[src/rtl/pio_hs_pkg.sv]
package pio_hs_pkg;

    localparam int DATA_W   = 8;
    localparam int PC_W     = 6;
    localparam int ADDR_W   = 3;

    localparam logic [ADDR_W-1:0] OFS_CTRL = 3'd0;
    localparam logic [ADDR_W-1:0] OFS_A    = 3'd1;
    localparam logic [ADDR_W-1:0] OFS_B    = 3'd2;
    localparam logic [ADDR_W-1:0] OFS_C    = 3'd3;

    // port C pin roles in handshake modes
    localparam int PC_A_INT = 0;
    localparam int PC_A_FUL = 1;
    localparam int PC_A_STB = 2;
    localparam int PC_B_INT = 3;
    localparam int PC_B_FUL = 4;
    localparam int PC_B_STB = 5;

    typedef enum logic [1:0] {
        PCM_IN    = 2'b00,
        PCM_HS_A  = 2'b01,
        PCM_HS_AB = 2'b10,
        PCM_OUT   = 2'b11
    } pc_mode_e;

    typedef struct packed {
        logic [1:0] tmr;
        logic       ien_b;
        logic       ien_a;
        pc_mode_e   pcm;
        logic       out_b;
        logic       out_a;
    } cmd_t;

    function automatic logic [DATA_W-1:0] pack_status(
        input logic tmr, input logic ien_b, input logic ful_b, input logic int_b,
        input logic ien_a, input logic ful_a, input logic int_a);
        return {1'b0, tmr, ien_b, ful_b, int_b, ien_a, ful_a, int_a};
    endfunction

endpackage

[src/rtl/pio_hs_port.sv]
module pio_hs_port
    import pio_hs_pkg::*;
#(
    parameter int SYNC_STAGES = 2
) (
    input  logic              clk,
    input  logic              rst,
    input  logic              hs_en,
    input  logic              dir_out,
    input  logic              ien,
    input  logic              stb_n,
    input  logic [DATA_W-1:0] pin_in,
    input  logic              cpu_wr,
    input  logic              cpu_rd,
    input  logic [DATA_W-1:0] wdata,
    output logic [DATA_W-1:0] out_q,
    output logic [DATA_W-1:0] in_q,
    output logic              ful,
    output logic              irq
);
    localparam int SS = (SYNC_STAGES < 2) ? 2 : SYNC_STAGES;

    logic [SS-1:0] sy;
    logic          stb_d;
    logic          stb_s;
    logic          stb_low;
    logic          stb_rise;

    assign stb_s    = sy[SS-1];
    assign stb_low  = !stb_s;
    assign stb_rise = stb_s && !stb_d;

    always_ff @(posedge clk) begin
        if (rst) begin
            sy    <= '1;
            stb_d <= 1'b1;
            out_q <= '0;
            in_q  <= '0;
            ful   <= 1'b0;
            irq   <= 1'b0;
        end else begin
            sy    <= {sy[SS-2:0], stb_n};
            stb_d <= stb_s;
            if (cpu_wr) out_q <= wdata;
            if (!hs_en) begin
                ful <= 1'b0;
                irq <= 1'b0;
            end else if (!dir_out) begin
                if (cpu_rd) begin
                    ful <= 1'b0;
                    irq <= 1'b0;
                end
                if (stb_low) begin
                    in_q <= pin_in;
                    ful  <= 1'b1;
                end
                if (stb_rise && ien) irq <= 1'b1;
            end else begin
                if (cpu_wr) begin
                    ful <= 1'b1;
                    irq <= 1'b0;
                end
                if (stb_low) ful <= 1'b0;
                if (stb_rise && ien) irq <= 1'b1;
            end
        end
    end


    in_latch_chk: assert property (@(posedge clk) disable iff (rst)
        (hs_en && !dir_out && stb_low) |=> ful);

    in_read_clr_chk: assert property (@(posedge clk) disable iff (rst)
        (hs_en && !dir_out && cpu_rd && !stb_low && !stb_rise) |=> (!ful && !irq));

    out_write_chk: assert property (@(posedge clk) disable iff (rst)
        (hs_en && dir_out && cpu_wr && !stb_low) |=> ful);

    irq_set_chk: assert property (@(posedge clk) disable iff (rst)
        (hs_en && stb_rise && ien) |=> irq);

    idle_flags_chk: assert property (@(posedge clk) disable iff (rst)
        !hs_en |=> (!ful && !irq));

endmodule

[src/rtl/pio_hs_cmux.sv]
module pio_hs_cmux
    import pio_hs_pkg::*;
(
    input  pc_mode_e          mode,
    input  logic [PC_W-1:0]   pc_reg,
    input  logic              a_irq,
    input  logic              a_ful,
    input  logic              b_irq,
    input  logic              b_ful,
    output logic [PC_W-1:0]   pc_out,
    output logic [PC_W-1:0]   pc_oe
);
    always_comb begin
        pc_out = pc_reg;
        pc_oe  = '0;
        case (mode)
            PCM_IN: pc_oe = '0;
            PCM_OUT: pc_oe = '1;
            PCM_HS_A: begin
                pc_oe           = '1;
                pc_oe[PC_A_STB] = 1'b0;
                pc_out[PC_A_INT] = a_irq;
                pc_out[PC_A_FUL] = a_ful;
                pc_out[PC_A_STB] = 1'b0;
            end
            PCM_HS_AB: begin
                pc_oe           = '1;
                pc_oe[PC_A_STB] = 1'b0;
                pc_oe[PC_B_STB] = 1'b0;
                pc_out[PC_A_INT] = a_irq;
                pc_out[PC_A_FUL] = a_ful;
                pc_out[PC_A_STB] = 1'b0;
                pc_out[PC_B_INT] = b_irq;
                pc_out[PC_B_FUL] = b_ful;
                pc_out[PC_B_STB] = 1'b0;
            end
            default: pc_oe = '0;
        endcase
    end
endmodule

[src/rtl/pio_hs_top.sv]
module pio_hs_top
    import pio_hs_pkg::*;
#(
    parameter int SYNC_STAGES = 2
) (
    input  logic              clk,
    input  logic              rst,
    input  logic              bus_sel,
    input  logic [ADDR_W-1:0] bus_addr,
    input  logic              bus_wr,
    input  logic              bus_rd,
    input  logic [DATA_W-1:0] bus_wdata,
    output logic [DATA_W-1:0] bus_rdata,
    input  logic              tmr_flag,
    output logic              tmr_stat_rd,
    output logic [1:0]        tmr_cmd,
    output logic              tmr_cmd_wr,
    input  logic [DATA_W-1:0] pa_in,
    output logic [DATA_W-1:0] pa_out,
    output logic [DATA_W-1:0] pa_oe,
    input  logic [DATA_W-1:0] pb_in,
    output logic [DATA_W-1:0] pb_out,
    output logic [DATA_W-1:0] pb_oe,
    input  logic [PC_W-1:0]   pc_in,
    output logic [PC_W-1:0]   pc_out,
    output logic [PC_W-1:0]   pc_oe
);
    localparam int NPORT = 2;

    cmd_t                        cmd_q;
    logic [PC_W-1:0]             pc_reg;
    logic [NPORT-1:0]            hs_en, dir_out, ien, stb_n, p_wr, p_rd, ful, irq;
    logic [NPORT-1:0][DATA_W-1:0] p_in, p_out, p_lat, p_val;
    logic [PC_W-1:0]             pc_val;
    logic                        wr_any, rd_any;

    assign wr_any = bus_sel && bus_wr;
    assign rd_any = bus_sel && bus_rd;

    always_ff @(posedge clk) begin
        if (rst) begin
            cmd_q  <= '0;
            pc_reg <= '0;
        end else if (wr_any) begin
            if (bus_addr == OFS_CTRL) cmd_q <= cmd_t'(bus_wdata);
            if (bus_addr == OFS_C)    pc_reg <= bus_wdata[PC_W-1:0];
        end
    end

    assign hs_en[0]   = (cmd_q.pcm == PCM_HS_A) || (cmd_q.pcm == PCM_HS_AB);
    assign hs_en[1]   = (cmd_q.pcm == PCM_HS_AB);
    assign dir_out    = {cmd_q.out_b, cmd_q.out_a};
    assign ien        = {cmd_q.ien_b, cmd_q.ien_a};
    assign stb_n      = {pc_in[PC_B_STB], pc_in[PC_A_STB]};
    assign p_in       = {pb_in, pa_in};
    assign p_wr       = {wr_any && (bus_addr == OFS_B), wr_any && (bus_addr == OFS_A)};
    assign p_rd       = {rd_any && (bus_addr == OFS_B), rd_any && (bus_addr == OFS_A)};

    for (genvar p = 0; p < NPORT; p++) begin : g_port
        pio_hs_port #(.SYNC_STAGES(SYNC_STAGES)) u_port (
            .clk     (clk),
            .rst     (rst),
            .hs_en   (hs_en[p]),
            .dir_out (dir_out[p]),
            .ien     (ien[p]),
            .stb_n   (stb_n[p]),
            .pin_in  (p_in[p]),
            .cpu_wr  (p_wr[p]),
            .cpu_rd  (p_rd[p]),
            .wdata   (bus_wdata),
            .out_q   (p_out[p]),
            .in_q    (p_lat[p]),
            .ful     (ful[p]),
            .irq     (irq[p])
        );
        assign p_val[p] = dir_out[p] ? p_out[p] : (hs_en[p] ? p_lat[p] : p_in[p]);
    end

    assign pa_out = p_out[0];
    assign pb_out = p_out[1];
    assign pa_oe  = {DATA_W{dir_out[0]}};
    assign pb_oe  = {DATA_W{dir_out[1]}};

    pio_hs_cmux u_cmux (
        .mode   (cmd_q.pcm),
        .pc_reg (pc_reg),
        .a_irq  (irq[0]),
        .a_ful  (ful[0]),
        .b_irq  (irq[1]),
        .b_ful  (ful[1]),
        .pc_out (pc_out),
        .pc_oe  (pc_oe)
    );

    assign pc_val = (pc_oe & pc_out) | (~pc_oe & pc_in);

    always_comb begin
        case (bus_addr)
            OFS_CTRL: bus_rdata = pack_status(tmr_flag, cmd_q.ien_b, ful[1], irq[1],
                                              cmd_q.ien_a, ful[0], irq[0]);
            OFS_A:    bus_rdata = p_val[0];
            OFS_B:    bus_rdata = p_val[1];
            OFS_C:    bus_rdata = {{(DATA_W-PC_W){1'b0}}, pc_val};
            default:  bus_rdata = '0;
        endcase
    end

    assign tmr_stat_rd = rd_any && (bus_addr == OFS_CTRL);
    assign tmr_cmd     = cmd_q.tmr;
    assign tmr_cmd_wr  = wr_any && (bus_addr == OFS_CTRL);


    plain_in_chk: assert property (@(posedge clk) disable iff (rst)
        (cmd_q.pcm == PCM_IN) |-> (pc_oe == '0));

    hs_a_pins_chk: assert property (@(posedge clk) disable iff (rst)
        (cmd_q.pcm == PCM_HS_A) |-> (!pc_oe[PC_A_STB] && pc_out[PC_A_FUL] == ful[0]
                                     && pc_out[PC_A_INT] == irq[0]));

    hs_b_pins_chk: assert property (@(posedge clk) disable iff (rst)
        (cmd_q.pcm == PCM_HS_AB) |-> (!pc_oe[PC_B_STB] && pc_out[PC_B_FUL] == ful[1]
                                      && pc_out[PC_B_INT] == irq[1]));

    cmd_pulse_chk: assert property (@(posedge clk) disable iff (rst)
        tmr_cmd_wr |=> (tmr_cmd == $past(bus_wdata[7:6])));

endmodule

[config.mk]
export PLATFORM = sky130hd
export DESIGN_NAME = pio_hs_top
export DESIGN_NICKNAME = d
export VERILOG_FILES = /design/src/rtl/pio_hs_pkg.sv /design/src/rtl/pio_hs_port.sv /design/src/rtl/pio_hs_cmux.sv /design/src/rtl/pio_hs_top.sv
export SDC_FILE = /design/constraint.sdc
export NUM_CORES = 1
export LEC_CHECK = 0
export BUFFER_PORTS_ARGS = -buffer_cell sky130_fd_sc_hd__buf_2
export CAP_MARGIN = 30
export CORE_AREA = 3 3 107 68
export CTS_CLUSTER_DIAMETER = 40
export DETAILED_ROUTE_END_ITERATION = 16
export DIE_AREA = 0 0 110 71
export PLACE_DENSITY = 0.75
export SYNTH_ARGS = -nofsm -noshare
export SYNTH_HDL_FRONTEND = slang
export SYNTH_SLANG_ARGS = --single-unit
[constraint.sdc]
create_clock -name clk -period 5.8 [get_ports clk]
set_input_delay 0.58 -clock clk [delete_from_list [all_inputs] [get_ports clk]]
set_output_delay 0.58 -clock clk [all_outputs]
set_load 0.05 [all_outputs]
==> impl_table.tex <==
\begin{tabular}{lr}
\hline
Metric & Value \\
\hline
\multicolumn{2}{l}{\textbf{Timing}} \\
Hold\_ws & 0.417 ns \\
Worst max-slew margin expressed relative to the limit & 0.341 \\
Share of the cycle needed by the critical path after routing & 0.607 \\
Unrepaired setup endpoints after global routing & false \\
Minimum period implied by the final worst setup slack & 3.52 ns \\
Count of final max-slew check failures & 0 \\
Maximum frequency from static timing analysis & 284 MHz \\
Post-Route Skew & 0.00380 ns \\
Count of final hold-check violations & 0 \\
Final setup violation count & 0 \\
Worst-margin pin slew & 0.988 ns \\
Total negative slack & 0 ns \\
\multicolumn{2}{l}{\textbf{Setup path}} \\
Largest fanout on the critical path & 21 \\
Critical Path Start Type & flop \\
Buf+Inv Stages, Crit Path & 2 \\
Req. time, crit path & 5.22 ns \\
Longest individual stage delay on the worst path & 0.84 ns \\
Setup slack on the worst flop-to-flop path & 3.67 ns \\
Critical path data arrival time & 2.94 ns \\
Critical path start-end classification & reg -> out \\
Element type at the critical path end & output pin \\
Series of cell instances along the critical path & inv\_1 > ha\_1 > mux2\_2 > o211ai\_1 > a21boi\_0 > o221ai\_1 > buf\_2 \\
Master of the slowest instance on the critical path & sky130\_fd\_sc\_hd\_\_ha\_1 \\
Family of cells with the greatest summed delay on the critical path & adder cells \\
\multicolumn{2}{l}{\textbf{Clock tree}} \\
Clk Latency, worst-skew pair & 0.31 ns \\
Clock sink count & 56 \\
Post-CTS Setup Inserts & 0 \\
Root buffer cell & sky130\_fd\_sc\_hd\_\_clkbuf\_8 \\
TritonCTS clock tree & built \\
Maximum clock path buffer count & 2 \\
Clock-pin slew on the worst setup and hold paths & 0.10 ns \\
Post-cts sizing count & 0 \\
TritonCTS Buffers & 5 \\
Hold-fix buffers at CTS & 0 \\
Number of levels in the clock H-tree & 2 \\
\multicolumn{2}{l}{\textbf{Routing}} \\
Uppermost layer routed & met4 \\
Remaining design rule violation count & 0 \\
Number of detailed-routing iterations run before antenna repair & 4 \\
Length of routed met3 wiring & 1100 µm \\
Routed len/inst & 17.0 µm \\
Met2 routed WL & 3500 µm \\
Remaining antenna violation count after routing & 0 \\
Vias & 2868 \\
Wire length on met1 & 4090 µm \\
Drt total wl & 8770 µm \\
Detail-routed via count per cell & 5.55 \\
Detailed router's first-iteration violation count & 302 \\
\multicolumn{2}{l}{\textbf{Floorplan}} \\
Floorplan core area & 6470 µm² \\
Top-Level Pins & 95 \\
Initial standard-cell utilization of the core & 0.476 \\
Floorplan die area & 7810 µm² \\
Die outline width & 110 µm \\
Height of the chip & 71 µm \\
Cell Rows & 23 \\
\multicolumn{2}{l}{\textbf{Min path}} \\
Worst hold path class & reg -> reg \\
\multicolumn{2}{l}{\textbf{Global route}} \\
GRT overflow & 0 \\
Global-route usage over all layers & 0.228 \\
Number of global-route vias before repair & 2703 \\
Maximum number of pins on one net before global-route repair & 55 \\
First-pass GRT wire length & 13700 µm \\
Initial antenna violation count & 0 \\
\multicolumn{2}{l}{\textbf{Placement}} \\
Final weighted congestion in routability-driven placement & 0.928 \\
Count of port buffers added during placement & 94 \\
Half-perimeter wire length after placement & 6640 µm \\
\multicolumn{2}{l}{\textbf{Layout}} \\
Most frequent standard cell in the layout excluding fill and tap cells & sky130\_fd\_sc\_hd\_\_buf\_2 \\
Total Nets Final & 480 \\
Count of filler cells inserted in the layout & 614 \\
Most used cells in the layout excluding fill and tap cells & sky130\_fd\_sc\_hd\_\_buf\_2 (94), sky130\_fd\_sc\_hd\_\_dfxtp\_1 (56), sky130\_fd\_sc\_hd\_\_a21oi\_1 (50), sky130\_fd\_sc\_hd\_\_nand2\_1 (48), sky130\_fd\_sc\_hd\_\_nor2\_1 (32) \\
Synth-to-Final Area Change & 14.2\% \\
Antenna cell count & 0 \\
Fraction of layout cells with a size suffix above 1 & 0.291 \\
\multicolumn{2}{l}{\textbf{Power}} \\
Static Leakage & 0.00153 µW \\
IR drop worst, VDD & 0.114 mV \\
Total power divided by cell area & 228 nW/µm² \\
\multicolumn{2}{l}{\textbf{Synth}} \\
Mean instance size in the synthesized netlist & 8.27 µm² \\
Synthesized cell area & 3080 µm² \\
Mapped Cells & 373 \\
Count of yosys warnings during synthesis & 0 \\
Synthesized flop and latch total & 56 \\
Unique cell type count in the Yosys netlist & 40 \\
Nets in the synthesized netlist & 423 \\
Part of the Yosys area used for sequential elements & 0.364 \\
\multicolumn{2}{l}{\textbf{Run status}} \\
Outcome & complete, no violations \\
\multicolumn{2}{l}{\textbf{Run}} \\
Count of max-cap constraint violations & 0 \\
\hline
\end{tabular}
synthesized netlist by cell type:
cell                        instances  share of area
sky130_fd_sc_hd__nor2_4             1         0.0037
sky130_fd_sc_hd__or2_2              6          0.012
sky130_fd_sc_hd__nand2_4            1         0.0037
sky130_fd_sc_hd__buf_1              1         0.0012
sky130_fd_sc_hd__o211ai_1           6          0.015
sky130_fd_sc_hd__nand2b_1           7          0.014
sky130_fd_sc_hd__a21boi_0           4         0.0097
sky130_fd_sc_hd__nor3_2             1         0.0032
sky130_fd_sc_hd__nor2b_1            4         0.0081
sky130_fd_sc_hd__nand3_1           17          0.028
sky130_fd_sc_hd__nor2_8             1         0.0065
sky130_fd_sc_hd__inv_1             11          0.013
sky130_fd_sc_hd__buf_4             22          0.054
sky130_fd_sc_hd__ha_1              11          0.045
sky130_fd_sc_hd__nor2_1            32          0.039
sky130_fd_sc_hd__nor3b_1            1         0.0024
sky130_fd_sc_hd__clkbuf_1          13          0.016
sky130_fd_sc_hd__a21oi_1           50          0.081
sky130_fd_sc_hd__and3_1             1         0.0020
sky130_fd_sc_hd__o221ai_1           6          0.017
sky130_fd_sc_hd__nand3_2            1         0.0032
sky130_fd_sc_hd__or3b_1             2         0.0057
sky130_fd_sc_hd__o2bb2ai_1          1         0.0028
sky130_fd_sc_hd__and3b_2            1         0.0032
sky130_fd_sc_hd__buf_6              2         0.0073
sky130_fd_sc_hd__nand3b_1           1         0.0024
sky130_fd_sc_hd__o21ai_0           11          0.018
sky130_fd_sc_hd__and4bb_2           1         0.0041
sky130_fd_sc_hd__mux2i_1           30          0.097
sky130_fd_sc_hd__o22ai_1            2         0.0041
sky130_fd_sc_hd__o21ai_2            2         0.0057
sky130_fd_sc_hd__inv_2              1         0.0012
sky130_fd_sc_hd__buf_2              6         0.0097
sky130_fd_sc_hd__o21bai_1           1         0.0024
sky130_fd_sc_hd__nand2_1           48          0.058
sky130_fd_sc_hd__dfxtp_1           56           0.36
sky130_fd_sc_hd__mux2_2             7          0.026
sky130_fd_sc_hd__nor3b_2            1         0.0041
sky130_fd_sc_hd__a211oi_1           1         0.0024
sky130_fd_sc_hd__a22oi_1            2         0.0049
final cells by class:
class | count | area [µm²] | area share
inverter | 12 | 45.0 | 0.0128
sequential | 56 | 1120 | 0.318
tap | 87 | 109 | 0.0309
timing repair buffer | 94 | 470 | 0.134
multi-input combinational | 261 | 1650 | 0.468
clock buffer | 5 | 68.8 | 0.0195
clock inverter | 2 | 60.1 | 0.0171
worst paths after layout:
kind                                   end                    from  depth (start not counted)
setup reg to reg  g_port[0].u_port.in_q[2]                cmd_q[2]                          5
hold / removal      g_port[0].u_port.sy[1]  g_port[0].u_port.sy[0]                          1
hold reg to reg     g_port[0].u_port.sy[1]  g_port[0].u_port.sy[0]                          1
setup / recovery              bus_rdata[1]                cmd_q[2]                          7
metrics by stage:
step	total power, µW	cell area (µm²)	instances	util	setup WS (ns)
after global placement	514	3390	510	0.524	2.74
after detailed placement	515	3390	510	0.524	2.65
after floorplan	479	3080	373	-	2.68
after CTS	809	3520	517	0.544	2.30
after global routing	833	3520	517	0.544	2.12
final	804	3520	517	0.544	2.28
kinds of logic (layout without fill, tap and decap cells):
| logic type | after synthesis | after routing | share of synthesized area |
|---|---|---|---|
| DFF | 56 | 56 | 0.364 |
| muxes | 37 | 37 | 0.123 |
| and+or+nand+nor | 127 | 127 | 0.204 |
| adders and majority gates | 11 | 11 | 0.0446 |
| AOI/OAI and AO/OA | 86 | 86 | 0.163 |
| buffers and inverters | 56 | 113 | 0.102 |
power by group:
part	internal, µW	switching [µW]	total (µW)
Combinational	35.0	79.9	115
Sequential	389	4.16	393
Clock	170	126	296
per-layer routing:
metal  vias up  GRT usage
met1      1350      0.352
met5         -          0
li1       1362          -
met2       144      0.310
met3        12     0.0665
met4         0     0.0470
No activity file was read; power rests on OpenSTA's default activity.
